<file path="config.mk">
export PLATFORM = sky130hd
export DESIGN_NAME = tgov_governor
export DESIGN_NICKNAME = d
export VERILOG_FILES = /design/src/rtl/tgov_pkg.sv /design/src/rtl/tgov_credit.sv /design/src/rtl/tgov_active_count.sv /design/src/rtl/tgov_step_table.sv /design/src/rtl/tgov_governor.sv
export SDC_FILE = /design/constraint.sdc
export NUM_CORES = 1
export LEC_CHECK = 0
export CORE_UTILIZATION = 30
export CTS_CLUSTER_DIAMETER = 30
export DETAILED_ROUTE_END_ITERATION = 12
export PLACE_DENSITY_LB_ADDON = 0.15
export SETUP_SLACK_MARGIN = 0.4
export SKIP_LAST_GASP = 1
export SLEW_MARGIN = 15
export SYNTH_ARGS = -nofsm -noshare
export SYNTH_HDL_FRONTEND = slang
export SYNTH_SLANG_ARGS = --single-unit
</file>
<file path="constraint.sdc">
create_clock -name clk -period 10 [get_ports clk]
set_input_delay 1 -clock clk [delete_from_list [all_inputs] [get_ports clk]]
set_output_delay 1 -clock clk [all_outputs]
set_load 0.02 [all_outputs]
</file>
<file path="src/rtl/tgov_pkg.sv">
package tgov_pkg;

    // Source of the next operating point decision
    typedef enum logic [2:0] {
        SRC_HOLD,
        SRC_THROTTLE,
        SRC_OS,
        SRC_GUAR,
        SRC_TURBO
    } op_src_e;

endpackage

</file>
<file path="src/rtl/tgov_credit.sv">
// Next energy credit: add headroom, subtract overdraw, clamp to [0, cap]
module tgov_credit #(
    parameter int PWR_W    = 12,
    parameter int CREDIT_W = 16
) (
    input  logic [CREDIT_W-1:0] credit_cur,
    input  logic [PWR_W-1:0]    pwr,
    input  logic [PWR_W-1:0]    limit,
    input  logic [CREDIT_W-1:0] cap,
    output logic [CREDIT_W-1:0] credit_nx
);
    localparam int SW = CREDIT_W + 2;

    logic signed [SW-1:0] s_cr, s_lim, s_pwr, s_cap, s_sum;

    always_comb begin
        s_cr  = $signed({2'b00, credit_cur});
        s_cap = $signed({2'b00, cap});
        s_lim = $signed({{(SW-PWR_W){1'b0}}, limit});
        s_pwr = $signed({{(SW-PWR_W){1'b0}}, pwr});
        s_sum = s_cr + s_lim - s_pwr;
        if (s_sum < 0)
            credit_nx = '0;
        else if (s_sum > s_cap)
            credit_nx = cap;
        else
            credit_nx = s_sum[CREDIT_W-1:0];
    end
endmodule

</file>
<file path="src/rtl/tgov_active_count.sv">
// Population count of the active-core mask
module tgov_active_count #(
    parameter int NUM_CORES = 4,
    parameter int CNT_W     = 3
) (
    input  logic [NUM_CORES-1:0] mask,
    output logic [CNT_W-1:0]     count
);
    always_comb begin
        count = '0;
        for (int i = 0; i < NUM_CORES; i++)
            count = count + CNT_W'(mask[i]);
    end
endmodule

</file>
<file path="src/rtl/tgov_step_table.sv">
// Writable table: active-core count -> allowed turbo steps
module tgov_step_table #(
    parameter int NUM_CORES = 4,
    parameter int CNT_W     = 3,
    parameter int MAX_STEP  = 3,
    parameter int STEP_W    = 2
) (
    input  logic              clk,
    input  logic              rst_n,
    input  logic              wr_en,
    input  logic [CNT_W-1:0]  wr_addr,
    input  logic [STEP_W-1:0] wr_data,
    input  logic [CNT_W-1:0]  rd_addr,
    output logic [STEP_W-1:0] rd_step
);
    localparam int ENTRIES = NUM_CORES + 1;

    function automatic logic [STEP_W-1:0] reset_steps(input int k);
        int v;
        if (k == 0) begin
            v = 0;
        end else begin
            v = NUM_CORES - k + 1;
            if (v > MAX_STEP) v = MAX_STEP;
        end
        return STEP_W'(v);
    endfunction

    logic [STEP_W-1:0] tbl_d [ENTRIES];
    logic [STEP_W-1:0] tbl_q [ENTRIES];

    always_comb begin
        for (int i = 0; i < ENTRIES; i++) begin
            tbl_d[i] = tbl_q[i];
            if (wr_en && wr_addr == CNT_W'(i))
                tbl_d[i] = wr_data;
        end
    end

    generate
        for (genvar g = 0; g < ENTRIES; g++) begin : g_entry
            always_ff @(posedge clk or negedge rst_n) begin
                if (!rst_n)
                    tbl_q[g] <= reset_steps(g);
                else
                    tbl_q[g] <= tbl_d[g];
            end
        end
    endgenerate

    always_comb begin
        rd_step = '0;
        for (int i = 0; i < ENTRIES; i++)
            if (rd_addr == CNT_W'(i))
                rd_step = tbl_q[i];
    end
endmodule

</file>
<file path="src/rtl/tgov_governor.sv">
// Energy-credit turbo governor: top level
module tgov_governor #(
    parameter int NUM_CORES   = 4,
    parameter int PWR_W       = 12,
    parameter int CREDIT_W    = 16,
    parameter int NUM_PSTATES = 8,
    parameter int GUAR_IDX    = 4,
    localparam int IDX_W      = $clog2(NUM_PSTATES),
    localparam int CNT_W      = $clog2(NUM_CORES + 1),
    localparam int MAX_STEP   = NUM_PSTATES - 1 - GUAR_IDX,
    localparam int STEP_W     = $clog2(MAX_STEP + 1)
) (
    input  logic                 clk,
    input  logic                 rst_n,
    input  logic                 sample_vld,
    input  logic [PWR_W-1:0]     pwr_sample,
    input  logic [PWR_W-1:0]     pwr_limit,
    input  logic [CREDIT_W-1:0]  credit_cap,
    input  logic [IDX_W-1:0]     os_req,
    input  logic [NUM_CORES-1:0] core_active,
    input  logic                 throttle,
    input  logic                 tbl_wr_en,
    input  logic [CNT_W-1:0]     tbl_wr_addr,
    input  logic [STEP_W-1:0]    tbl_wr_data,
    output logic [IDX_W-1:0]     op_idx,
    output logic [CREDIT_W-1:0]  credit
);
    import tgov_pkg::*;

    localparam int TOP_IDX = NUM_PSTATES - 1;

    typedef struct packed {
        logic [CREDIT_W-1:0] credit;
        logic [IDX_W-1:0]    op;
    } gov_state_t;

    gov_state_t st_d, st_q;

    logic [CREDIT_W-1:0] credit_nx;
    logic [CNT_W-1:0]    act_cnt;
    logic [STEP_W-1:0]   step_sel;
    logic [IDX_W-1:0]    req_cap;
    logic [IDX_W:0]      turbo_sum;
    logic [IDX_W-1:0]    turbo_idx;
    op_src_e             src;

    tgov_credit #(
        .PWR_W    (PWR_W),
        .CREDIT_W (CREDIT_W)
    ) u_credit (
        .credit_cur (st_q.credit),
        .pwr        (pwr_sample),
        .limit      (pwr_limit),
        .cap        (credit_cap),
        .credit_nx  (credit_nx)
    );

    tgov_active_count #(
        .NUM_CORES (NUM_CORES),
        .CNT_W     (CNT_W)
    ) u_count (
        .mask  (core_active),
        .count (act_cnt)
    );

    tgov_step_table #(
        .NUM_CORES (NUM_CORES),
        .CNT_W     (CNT_W),
        .MAX_STEP  (MAX_STEP),
        .STEP_W    (STEP_W)
    ) u_table (
        .clk     (clk),
        .rst_n   (rst_n),
        .wr_en   (tbl_wr_en),
        .wr_addr (tbl_wr_addr),
        .wr_data (tbl_wr_data),
        .rd_addr (act_cnt),
        .rd_step (step_sel)
    );

    always_comb begin
        st_d = st_q;

        req_cap   = (int'(os_req) > TOP_IDX) ? IDX_W'(TOP_IDX) : os_req;
        turbo_sum = (IDX_W+1)'(GUAR_IDX) + (IDX_W+1)'(step_sel);
        turbo_idx = (turbo_sum > (IDX_W+1)'(TOP_IDX)) ? IDX_W'(TOP_IDX)
                                                      : turbo_sum[IDX_W-1:0];

        if (throttle)
            src = SRC_THROTTLE;
        else if (!sample_vld)
            src = SRC_HOLD;
        else if (int'(req_cap) <= GUAR_IDX)
            src = SRC_OS;
        else if (credit_nx == '0)
            src = SRC_GUAR;
        else
            src = SRC_TURBO;

        if (sample_vld)
            st_d.credit = credit_nx;

        case (src)
            SRC_THROTTLE: st_d.op = '0;
            SRC_OS:       st_d.op = req_cap;
            SRC_GUAR:     st_d.op = IDX_W'(GUAR_IDX);
            SRC_TURBO:    st_d.op = turbo_idx;
            default:      st_d.op = st_q.op;
        endcase
    end

    always_ff @(posedge clk or negedge rst_n) begin
        if (!rst_n)
            st_q <= '0;
        else
            st_q <= st_d;
    end

    assign op_idx = st_q.op;
    assign credit = st_q.credit;

endmodule

</file>
==> reports/metrics.sh, run 1 <==
CHIPHEIGHT_UM=105
CRITICAL_PATH.STARTPOINT='pwr_limit[1]'
FINAL_PERIOD_MINUS_WORST_SETUP_SLACK_NS=5.98
P_SWITCHING_mW=0.698
TOTAL_NEGATIVE_SLACK_NS=0
SYNTH_TOP_CELLS_BY_AREA='dfrtp_1, ha_1, inv_1'
CTSHOLDBUFFERS=0
ANT_NETS=0
SYNTH.CELL_AREA_UM2=3190
ROUTED_VIA_DENSITY=4.85
CRITICAL_PATH_CLASS='input pin to flip-flop'
CTS_TREE='built'
WIRE_LENGTH_OF_THE_FIRST_GLOBAL_ROUTING_PASS_UM=14200
HOLD_PATH_END='u_table.tbl_q[2]$_DFFE_PN0P_'
SETUP_VIOL=0
NUM_IO_PINS=76
SETUP_SLACK_OF_THE_CRITICAL_PATH_AFTER_LAYOUT_NS=4.02
RSZ_0062_RAISED_AFTER_GLOBAL_ROUTING='no'
CLKTRANSATPATHREGS_NS=0.08
MAX_SLEW.WORST_PIN.SLEW_NS=0.975
GRT_ANTENNA_BEFORE_REPAIR=0
ROWS=37
POWER_SWITCHING_SHARE=0.504
REG2REG_FROM='credit[1]$_DFFE_PN0P_'
CRITPATHMAXFANOUT=11
GP_ROUTABILITY_CONGESTION=0.860
PART_OF_THE_TOTAL_POWER_DISSIPATED_IN_THE_CLOCK_NETWORK=0.076
CRITPATHCAPTURETYPE='flip-flop'
CP_DATA_ARRIVAL_TIME_NS=6.18
WORSTHOLDPATHTYPE='flip-flop to flip-flop'
LAYOUT.CELL_AREA.NON_FILLER_UM2=4190
DRT_ITER0_MARKERS=71
SYNTHTOPCELLSBYCOUNT='inv_1, ha_1, dfrtp_1'
DETAILEDPLACEMENTHPWL_UM=6970
OUTCOME='complete, no violations'
FP.DIEAREA_UM2=11100
SYNTHESIS.NETS=472
WORST_CLOCK_SKEW_NS=0.0117
COMB_POWER_SHARE=0.794
MIN_DELAY_PATH_DEPTH=1
GRT_USAGE=0.162
PERIOD_UTILIZATION_POST_ROUTE=0.598
CTS-RESIZED-GATES=0
YOSYSWARNINGCOUNT=0
PLACED_CELL_AREA_UM2=4100
HOLD_PATH.STARTPOINT='u_table.tbl_q[2]$_DFFE_PN0P_'
HTREE_LEVELS=2
SYN_INST=365
FIRSTDRTPASSITERS=4
CTSROOTBUFFERMASTER='clkbuf_8'
MAX_FREQ_MHz=167
SYNTH_SEQ_AREA_SHARE=0.230
POST_SYNTH.CELL_AREA_AVG_UM2=8.75
CLOCK_INSERTION_DELAY_WORST_SKEW_NS=0.29
POST_SYNTH_NUM_CELL_TYPES=51
POSTSYNTH.TOPFLOPCELL='dfrtp_1'
YS_SEQ_ELEMENTS=29
CTS.SINK_COUNT=29
REG2REG_SETUP_SLACK_NS=4.82
POST_DRT_WL_PER_CELL_UM=14.7
MAX-CLOCK-PATH-BUFFERS=2
DESIGN.FINAL.NETS=549
SYNTH_TOP_AREA_CELL='dfrtp_1'
SYNTH_MOST_COMMON_CELL='inv_1'
GR-TOTAL-OVERFLOW=0
WORST_R2R_ENDPOINT='op_idx[1]$_DFFE_PN0P_'
NUM_CTS_BUFFERS=5
STARTPOINT_TYPE='input pin'
WORST_CASE_SETUP_SLACK_AFTER_PLACEMENT_NS=3.67
TIMING.SLEW.HEADROOM=0.348
PLACEMENT.IO_BUFFERS=75
FLOW.AREA_GROWTH_FROM_SYNTHESIS_PCT=31.3
FLOORPLAN.INITIALDENSITY=0.309
NUMBER_OF_GLOBAL_ROUTE_VIAS_BEFORE_REPAIR=2861
LEAKAGEPOWER_nW=1.99
MAXIMUM_NUMBER_OF_PINS_ON_ONE_NET_BEFORE_GLOBAL_ROUTE_REPAIR=30
VIA_COUNT_OF_THE_ROUTED_DESIGN=2807
POWER.DENSITY_nW_PER_UM2=331
FINAL_LAYOUT_SIZE_SUFFIX_GT1_FRAC=0.0790
ANTENNA_CELLS_INSERTED=0
DIE_WIDTH_UM=105
INTERNAL_POWER_mW=0.687
MAX_SLEW_VIOLATION_COUNT=0
WORST_EP_REQUIRED_TIME_NS=10.20
MAXCAPVIOLCOUNT=0
SYNTH_TOP_AREA_FRAC=0.180
TOTALWIRELENGTH_UM=8510
CTS_SETUP_BUFFERS=0
SYNTH_ENABLE_FLOP_CELLS=0
POSTSYNTH.ASYNCRESETSHARE=1.00
DRCVIOLATIONCOUNT=0
REG2REG_DEPTH=19
WORST_CASE_VDD_IR_DROP_mV=0.102
CORE_AREA_UM2=10300
HOLD_VIOL_FINAL=0
POWER.TOTAL_mW=1.39
SEQPWRFRAC=0.130
[cells by family (layout without fill, tap and decap cells)]
group / after synthesis / in the layout / synth area share
DFF: 29 / 29 / 0.230
adders and majority gates: 50 / 50 / 0.226
buffers and inverters: 85 / 163 / 0.101
AOI/OAI and AO/OA: 77 / 77 / 0.170
and+or+nand+nor: 85 / 85 / 0.144
muxes: 28 / 28 / 0.0995
xor gates and xnor gates: 11 / 11 / 0.0302
[layer usage]
layer	wire length, µm	GRT usage	up-vias
li1	-	-	1434
met1	4100	0.220	1324
met2	4070	0.274	43
met3	261	0.0237	6
met4	71	0.0342	0
met5	0	0	-
[critical path, stage by stage]
cell and delay [ns]:
clkdlybuf4s50_1 0.45, inv_1 0.05, fa_1 0.49, inv_1 0.06
ha_1 0.29, a21o_1 0.21, and4_1 0.24, o21ba_1 0.21
o41a_1 0.33, xor2_1 0.20, ha_1 0.32, nand4_1 0.17
a211oi_1 0.27, a2111o_1 0.17, a221oi_1 0.08, o211ai_1 0.77
buf_4 0.37, nor2_1 0.06, and4bb_1 0.21, o31ai_1 0.23
[worst max-delay path by stage]
stage	depth (start not counted)	slack, ns	to
floorplan	19	5.10	credit[11]$_DFFE_PN0P_
global placement	20	3.75	op_idx[0]$_DFFE_PN0P_
detailed placement	20	3.67	op_idx[1]$_DFFE_PN0P_
CTS	20	3.97	op_idx[1]$_DFFE_PN0P_
global route	20	3.55	op_idx[0]$_DFFE_PN0P_
finish	20	4.02	op_idx[1]$_DFFE_PN0P_
[stage by stage]
step,hold slack [ns],std cells,utilization
final,0.511,579,0.406
after global routing,0.516,579,0.406
after detailed placement,0.491,571,0.397
after CTS,0.509,579,0.406
after floorplan,0.474,365,-
after global placement,0.488,571,0.397
[final cells by class]
class,count,area [µm²]
Clock buffer,5,68.8
Clock inverter,3,22.5
Fill cell,1068,6130
Inverter,78,293
Multi-Input combinational cell,251,2140
Sequential cell,29,733
Tap cell,136,170
Timing Repair Buffer,77,766
[power groups by stage]
stage / Combinational (mW) / Sequential [mW] / Clock, mW
CTS: 1.11 / 0.181 / 0.109
finish: 1.10 / 0.180 / 0.106
global placement: 1.10 / 0.181 / 0
detailed placement: 1.10 / 0.183 / 0
global route: 1.24 / 0.185 / 0.113
floorplan: 0.778 / 0.212 / 0
[state kept, by name, indices dropped and copies added, names as in the netlist]
signal,cells
credit,16
op_idx,3
u_table.tbl_q,10
[cells in the final DEF, fill, tap and decap left out, types with 6 or more instances in the layout]
cell	n
inv_1	78
clkdlybuf4s50_1	75
ha_1	37
dfrtp_1	23
nand2_1	18
o22ai_1	18
mux2i_1	16
a21oi_1	14
nor2_1	13
fa_1	13
mux2_2	10
nor3_1	9
nand3_1	8
a21o_1	7
xor2_1	6
o21ai_0	6
nand4_1	6
dfstp_2	6
No activity file was read; power rests on OpenSTA's default activity.
==> run 2, diff against run 1 <==
clock period = 4.9 ns   (was 10 ns; I/O delays follow)
==> run 2 against run 1 <==
Against the previous run: total power rose to 2.9 times the previous value; via count increased by 10%; critical path depth down 2; wire length is 16% higher; core utilization rose by 7.8 points; sequential power is 110% higher; hold slack improved by 0.0023 ns; die area stayed put; critical path type unchanged; sequential share of layout area down 2.8 points; flip-flop and latch count is the same; cell count grew 7.8%.
==> reports/metrics.sh, run 2 (same netlist as run 1, synthesis figures left out) <==
VIA_COUNT_OF_THE_ROUTED_DESIGN=3091
SETUP_VIOL=0
WORST_CLOCK_SKEW_NS=0.0146
P_SWITCHING_mW=1.83
DP_CELLS=598
REG2REG_FROM='credit[1]$_DFFE_PN0P_'
CP_DATA_ARRIVAL_TIME_NS=4.47
MAX_SLEW_VIOLATION_COUNT=0
POST_DRT_WL_PER_CELL_UM=15.8
WORST_CASE_VDD_IR_DROP_mV=0.320
POWER.TOTAL_mW=3.95
LARGEST_REGISTER_FFS=16
HOLD_VIOL_FINAL=0
SEQ_AREA_UM2=733
MAXCAPVIOLCOUNT=0
GRT_USAGE=0.183
CRITICAL-PATH-SLOWEST-CELL='fa_1'
FIRSTDRTPASSITERS=4
WORST_EP_REQUIRED_TIME_NS=5.08
CTS_TREE='built'
CLOCK_INSERTION_DELAY_WORST_SKEW_NS=0.30
SLOWEST_DELAY_NS=0.49
CRITPATHCAPTURETYPE='flip-flop'
DESIGN.FINAL.NETS=594
REG2REG_SETUP_SLACK_NS=0.63
CTSHOLDBUFFERS=0
HTREE_LEVELS=2
CRITICAL_PATH_CLASS='input pin to flip-flop'
ROWS=37
ANT_NETS=0
ROUTED_VIA_DENSITY=4.95
FINAL_PERIOD_MINUS_WORST_SETUP_SLACK_NS=4.29
NUM_IO_PINS=76
FLOW.AREA_GROWTH_FROM_SYNTHESIS_PCT=56.5
DETAILEDPLACEMENTHPWL_UM=7620
CRITICAL_PATH.STARTPOINT='pwr_limit[10]'
PART_OF_THE_TOTAL_POWER_DISSIPATED_IN_THE_CLOCK_NETWORK=0.055
INTERNAL_POWER_mW=2.12
WORSTHOLDPATHTYPE='flip-flop to flip-flop'
REG2REG_DEPTH=18
DRT_ITER0_MARKERS=97
CHIPHEIGHT_UM=105
GP_ROUTABILITY_CONGESTION=0.794
CTS.SINK_COUNT=29
FP.DIEAREA_UM2=11100
WORST_R2R_ENDPOINT='credit[4]$_DFFE_PN0P_'
MAX_SLEW.WORST_PIN.SLEW_NS=0.644
MAX-CLOCK-PATH-BUFFERS=2
FINAL_LAYOUT_SIZE_SUFFIX_GT1_FRAC=0.301
COUNT_OF_FILL_CELLS_ADDED_DURING_FILLER_INSERTION=1006
GRT_ANTENNA_BEFORE_REPAIR=0
CRITPATHMAXFANOUT=8
CTSROOTBUFFERMASTER='clkbuf_8'
POST_LAYOUT_NONFILLER_INSTANCES=624
RSZ_0062_RAISED_AFTER_GLOBAL_ROUTING='yes'
POWER.DENSITY_nW_PER_UM2=790
STARTPOINT_TYPE='input pin'
OUTCOME='complete, no violations'
GR-TOTAL-OVERFLOW=0
COMBINED_AREA_OF_THE_MULTI_INPUT_LOGIC_CELLS_UM2=2550
CORE_AREA_UM2=10300
TOTALWIRELENGTH_UM=9850
POWER_SWITCHING_SHARE=0.464
LEAKAGEPOWER_nW=2.35
DIE_WIDTH_UM=105
WIRE_LENGTH_OF_THE_FIRST_GLOBAL_ROUTING_PASS_UM=15900
PLACEMENT.IO_BUFFERS=75
PERIOD_UTILIZATION_POST_ROUTE=0.875
FLOORPLAN.INITIALDENSITY=0.309
SEQPWRFRAC=0.093
COMB_POWER_SHARE=0.851
MAX_FREQ_MHz=233
LAYOUT.CELLS.MOST_COMMON_LIST='inv_1, clkdlybuf4s50_1, buf_4, ha_1, dfrtp_1'
TOTAL_NEGATIVE_SLACK_NS=0
NUM_CTS_BUFFERS=5
PATH_CELLS='clkdlybuf4s50_1 -> inv_1 -> fa_1 -> inv_2 -> ha_4 -> buf_4 -> o21a_1 -> nor2_1 -> nor2_4 -> xor2_2 -> ha_1 -> nand4_1 -> nor2_2 -> a221oi_2 -> o211ai_1 -> buf_4 -> mux2i_2 -> o22ai_1'
NUMBER_OF_GLOBAL_ROUTE_VIAS_BEFORE_REPAIR=3167
TIMING.SLEW.HEADROOM=0.569
MAXIMUM_NUMBER_OF_PINS_ON_ONE_NET_BEFORE_GLOBAL_ROUTE_REPAIR=30
CRITPATHMOSTFREQUENTCELL='buf_4'
CRIT_END='credit[11]$_DFFE_PN0P_'
ANTENNA_CELLS_INSERTED=0
CLKTRANSATPATHREGS_NS=0.09
DRCVIOLATIONCOUNT=0
[run 2: cell types whose count changed in the layout (fill, tap and decap cells not counted), moves of 6 or more]
| cell | previous run | this run |
|---|---|---|
| dlymetal6s2s_1 | 0 | 11 |
| inv_1 | 78 | 62 |
| clkdlybuf4s50_1 | 75 | 62 |
| inv_2 | 0 | 16 |
| ha_4 | 0 | 12 |
| ha_1 | 37 | 24 |
| buf_4 | 2 | 38 |
| a21oi_1 | 14 | 8 |
| buf_6 | 0 | 8 |
[run 2: worst max-delay path: cells and delay by family]
| family | cells | cell delay, ns |
|---|---|---|
| fa+ha+maj | 3 | 1.05 |
| buf+inv | 5 | 0.98 |
| simple gates | 4 | 0.84 |
| compound gates | 4 | 0.70 |
| mux | 1 | 0.24 |
| xor+xnor | 1 | 0.17 |
[run 2: per-stage QoR]
step / utilization / worst slack, ns / hold slack [ns] / area, µm²
after global routing: 0.484 / 0.385 / 0.525 / 5000
after global placement: 0.417 / -0.162 / 0.490 / 4300
after detailed placement: 0.417 / -0.156 / 0.496 / 4300
final: 0.484 / 0.613 / 0.513 / 5000
after CTS: 0.442 / 0.400 / 0.513 / 4560
after floorplan: - / 0.509 / 0.194 / 3190
[run 2: power by group through the flow]
stage | Sequential (mW) | Combinational [mW] | Clock (mW)
floorplan | 0.432 | 1.59 | 0
global placement | 0.372 | 2.57 | 0
detailed placement | 0.373 | 2.58 | 0
CTS | 0.369 | 2.84 | 0.223
global route | 0.379 | 3.67 | 0.229
finish | 0.369 | 3.36 | 0.218
[run 2: final cells by class]
| cell class | instances | area share |
|---|---|---|
| clock buffers | 5 | 0.0138 |
| inverters | 78 | 0.0586 |
| repair buffers | 122 | 0.234 |
| multi-input cells | 251 | 0.510 |
| flip-flops and latches | 29 | 0.147 |
| clock inverters | 3 | 0.00351 |
| well taps | 136 | 0.0341 |
[run 2: metal layers]
metal	GRT usage	share of wire	wire length, µm	vias up
met5	0	0	0	-
li1	-	-	-	1520
met4	0.0443	0.011	109	0
met3	0.0225	0.029	289	9
met1	0.247	0.48	4690	1513
met2	0.309	0.48	4760	49
[run 2: repair_timing]
item	CTS	global route
pin swaps	19	52
gates resized for setup	26	80
setup endpoints to repair	18	18
buffers inserted	5	13
[run 2: worst min path at each step]
stage | from | end | slack (ns) | cells past startpoint
finish | u_table.tbl_q[8]$_DFFE_PN0P_ | u_table.tbl_q[8]$_DFFE_PN0P_ | 0.51 | 1
global route | u_table.tbl_q[8]$_DFFE_PN0P_ | u_table.tbl_q[8]$_DFFE_PN0P_ | 0.52 | 1
CTS | u_table.tbl_q[8]$_DFFE_PN0P_ | u_table.tbl_q[8]$_DFFE_PN0P_ | 0.51 | 1
detailed placement | u_table.tbl_q[8]$_DFFE_PN0P_ | u_table.tbl_q[8]$_DFFE_PN0P_ | 0.50 | 1
global placement | u_table.tbl_q[9]$_DFFE_PN0P_ | u_table.tbl_q[9]$_DFFE_PN0P_ | 0.49 | 1
floorplan | rst_n | credit[0]$_DFFE_PN0P_ | 0.19 | 0
